==> config.mk <==
export PLATFORM = sky130hd
export DESIGN_NAME = ext_irq_cond
export DESIGN_NICKNAME = d
export VERILOG_FILES = /design/src/rtl/ext_irq_cond.sv
export SDC_FILE = /design/constraint.sdc
export NUM_CORES = 1
export LEC_CHECK = 0
export ABC_AREA = 1
export ABC_CLOCK_PERIOD_IN_PS = 1100
export BUFFER_PORTS_ARGS = -buffer_cell sky130_fd_sc_hd__buf_2
export CAP_MARGIN = 0
export CORE_ASPECT_RATIO = 0.8
export CORE_UTILIZATION = 45
export CTS_CLUSTER_SIZE = 8
export DETAILED_ROUTE_END_ITERATION = 12
export PLACE_DENSITY = 0.77
export SLEW_MARGIN = 20
export SYNTH_ARGS = -nofsm -noshare
export SYNTH_HDL_FRONTEND = slang
export SYNTH_SLANG_ARGS = --single-unit
export TNS_END_PERCENT = 1
==> constraint.sdc <==
create_clock -name clk -period 1.1 [get_ports clk]
set_clock_uncertainty 0.05 [all_clocks]
set_input_delay 0.11 -clock clk [delete_from_list [all_inputs] [get_ports clk]]
set_output_delay 0.11 -clock clk [all_outputs]
set_load 0.01 [all_outputs]
==> src/rtl/ext_irq_cond.sv <==
module ext_irq_cond #(
  parameter int CH = 4,
  parameter int AW = 2
) (
  input  logic          clk,
  input  logic          rst_n,
  input  logic [CH-1:0] pin_i,
  input  logic          wr_en,
  input  logic [AW-1:0] wr_addr,
  input  logic [CH-1:0] wr_data,
  input  logic [AW-1:0] rd_addr,
  output logic [CH-1:0] rd_data,
  output logic [CH-1:0] irq_o
);
  localparam logic [AW-1:0] ADDR_FLAG = AW'(0);
  localparam logic [AW-1:0] ADDR_MODE = AW'(1);
  localparam logic [AW-1:0] ADDR_POL  = AW'(2);

  logic [CH-1:0] meta_q, sync_q;
  logic [CH-1:0] mode_q, pol_q, flag_q, act_q;
  logic [CH-1:0] act, set, clr;

  assign act = ~(sync_q ^ pol_q);
  assign set = (mode_q & act & ~act_q) | (~mode_q & act);
  assign clr = (wr_en && wr_addr == ADDR_FLAG) ? wr_data : '0;

  always_ff @(posedge clk or negedge rst_n) begin
    if (!rst_n) begin
      meta_q <= '1;
      sync_q <= '1;
      act_q  <= '0;
      flag_q <= '0;
    end else begin
      meta_q <= pin_i;
      sync_q <= meta_q;
      act_q  <= act;
      flag_q <= (flag_q & ~clr) | set;
    end
  end

  always_ff @(posedge clk or negedge rst_n) begin
    if (!rst_n) begin
      mode_q <= '0;
      pol_q  <= '0;
    end else if (wr_en) begin
      if (wr_addr == ADDR_MODE) mode_q <= wr_data;
      if (wr_addr == ADDR_POL)  pol_q  <= wr_data;
    end
  end

  always_comb begin
    case (rd_addr)
      ADDR_FLAG: rd_data = flag_q;
      ADDR_MODE: rd_data = mode_q;
      ADDR_POL:  rd_data = pol_q;
      default:   rd_data = '0;
    endcase
  end

  assign irq_o = flag_q;
endmodule


==> impl_results.md <==
- Power, Total: 1.83 mW
- Max VDD drop: 925 µV
- Slew @ Worst Pin: 0.534 ns
- Worst Path Max Fanout: 2
- # DRC: 0
- Share of cells above drive strength 1: 31.1%
- Top-Level Pins: 23
- Final count of negative-setup-slack endpoints: 5
- Post-synth cell types: 10
- Synthesized Nets: 123
- Starting density of the core: 50.6%
- Critical R2R Launch: pol_q[0]$_DFFE_PN0P_
- Final hold violations: 0
- Syn Std Cell Area: 1000 µm²
- RSZ-0062 raised after global routing: true
- ANT nets after route: 0
- Hold_ws: 0.0162 ns
- Leakage power: 0.665 nW
- Outcome: finished with violations
- Pre-antenna DRT Iters: 4
- Reg2Reg Depth: 4
- Num CTS Buffers: 3
- First-pass GRT wire length: 3370 µm
- Core area: 1980 µm²
- Clk sink count: 24
- Crit path from: irq_o[1]$_DFF_PN0_
- Layout Utilization: 65.5%
- Fin. max-slew vios: 0
- Synth-to-layout area growth: 29.5%
- 1st-iter DRT viols: 25
- GP Congestion: 0.832
- Hold Crit Start: wr_data[2]
- GR Util met1: 24.3%
- Clock Tree Buf Depth: 2
- GR Layer Usage met2: 35.2%
- Final worst slack: -0.0798 ns
- Total number of vias: 846
- Worst Setup Start Kind: flip-flop
- Synth warnings: 0
- CTS clock-pin slew for the worst setup and hold paths: 0.12 ns
- Die Y: 44.2 µm
- Antenna diodes: 0
- Hold Crit Class: in -> reg
- Largest net degree at the start of global routing: 25
- CTS tree: built
- Pwr dens: 1410 nW/µm²
- Clk Latency, worst-skew pair: 0.30 ns
- GR Overflow Total: 0
- WL/cell: 12.0 µm
- Met3 Usage GRT: 6.19%
- Crit path DAT: 1.02 ns
- Port bufs: 22
- Final min period: 1.18 ns
- DPL Wire Length: 1430 µm
- Fin nets: 164
- Maxcap violations: 0
- Clock root cell: clkbuf_4
- Violated checks: negative setup slack
- Fin crit share: 107%
- Setup TNS: -0.312 ns
- Hold Crit Depth: 3
- Sequential element share of the synthesized area: 60.9%
- H-tree depth: 1
- Flops & latches, synth: 24
- Final wirelength: 2070 µm
- Worst setup EP type: primary output
- Fill count: 165
- Die Area: 2420 µm²
- Most common cell after layout, fill and taps aside: nand2_1
- Slew HR: 64.4%
- WP data required: 0.94 ns
- FMAX: 0.848 GHz
- Tot GR Track Use: 20.4%
- Via/cell ratio: 4.92
- Commonest non-fill, non-tap cells in the layout: nand2_1, buf_2, nand3_1, inv_1, dfrtp_1
- # rows: 14
- Crit Path Class: reg -> out
- Busiest grt layer: met2
- Mean Syn Cell Area: 9.28 µm²
- Synth Instances: 108
- Vias in the first global route: 838
- Initial antenna violation count: 0
- DIE WIDTH: 54.8 µm
[through the flow]
stage / cell area [µm²] / cells / setup WS, ns
6_report: 1300 / 172 / -0.0798
4_1_cts: 1290 / 172 / -0.0922
2_1_floorplan: 1000 / 108 / 0.237
3_3_place_gp: 1140 / 154 / 0.164
5_1_grt: 1300 / 172 / -0.148
3_5_place_dp: 1140 / 154 / 0.138
[report_power, final]
group	switching, mW	total [mW]	internal, mW
combinational	0.208	0.403	0.196
clock	0.241	0.383	0.142
sequential	0.0507	1.04	0.989
[worst paths after layout]
check / to / slack [ns]
worst max-delay path: rd_data[1] / -0.08
worst min-delay path: mode_q[2]$_DFFE_PN0P_ / 0.02
worst max register to register: act_q[0]$_DFF_PN0_ / 0.14
worst min register to register: sync_q[3]$_DFF_PN1_ / 0.31
max in group asynchronous: meta_q[3]$_DFF_PN1_ / 0.38
min in group asynchronous: irq_o[1]$_DFF_PN0_ / 0.25
[worst max-delay path, cell delays in order (launching register included)]
cell     delay (ns)
dfrtp_1        0.41
nand2_1        0.07
nand3_1        0.08
buf_2          0.15
[synth_stat cells]
master | count | area [µm²]
and2_1 | 4 | 25.0
dfrtp_1 | 16 | 400
dfstp_2 | 8 | 210
inv_1 | 16 | 60.1
nand2_1 | 32 | 120
nand3_1 | 20 | 100
nand3_4 | 2 | 35.0
nor2_1 | 2 | 7.51
o21ai_1 | 7 | 35.0
o21ai_2 | 1 | 8.76
[metal layers]
metal  part of all wire [%]  wire length, µm
met1                     44              903
met2                     49             1010
met3                    6.2              129
met4                    1.3               27
met5                      0                0
[timing repair]
item                                    4_1_cts  5_1_grt
gates resized for setup                       1        1
pin swaps                                     8        1
setup buffers                                 9        0
endpoints found under the setup margin        4        5
hold endpoints to repair                     20        0
hold buffers                                  5        0
[registers in the layout, indices dropped and copies added (netlist names)]
name and cells:
pol_q 4, mode_q 4, sync_q 4, irq_o 4, meta_q 4, act_q 4
[area by class of cell]
class / instances / area, µm² / share of cell area (%)
clock buffers: 4 / 26.3 / 2.03
multi-input cells: 68 / 337 / 25.9
repair buffers: 36 / 234 / 18.0
flip-flops and latches: 24 / 611 / 47.1
inverters: 16 / 60.1 / 4.63
well taps: 24 / 30.0 / 2.31
[cell families after synthesis]
logic type | count (synthesis) | share of synthesized area [%]
compound gates | 8 | 4.37
buf+inv | 16 | 5.99
flops | 24 | 60.9
simple gates | 60 | 28.7
Power figures use the tool's default switching activity.
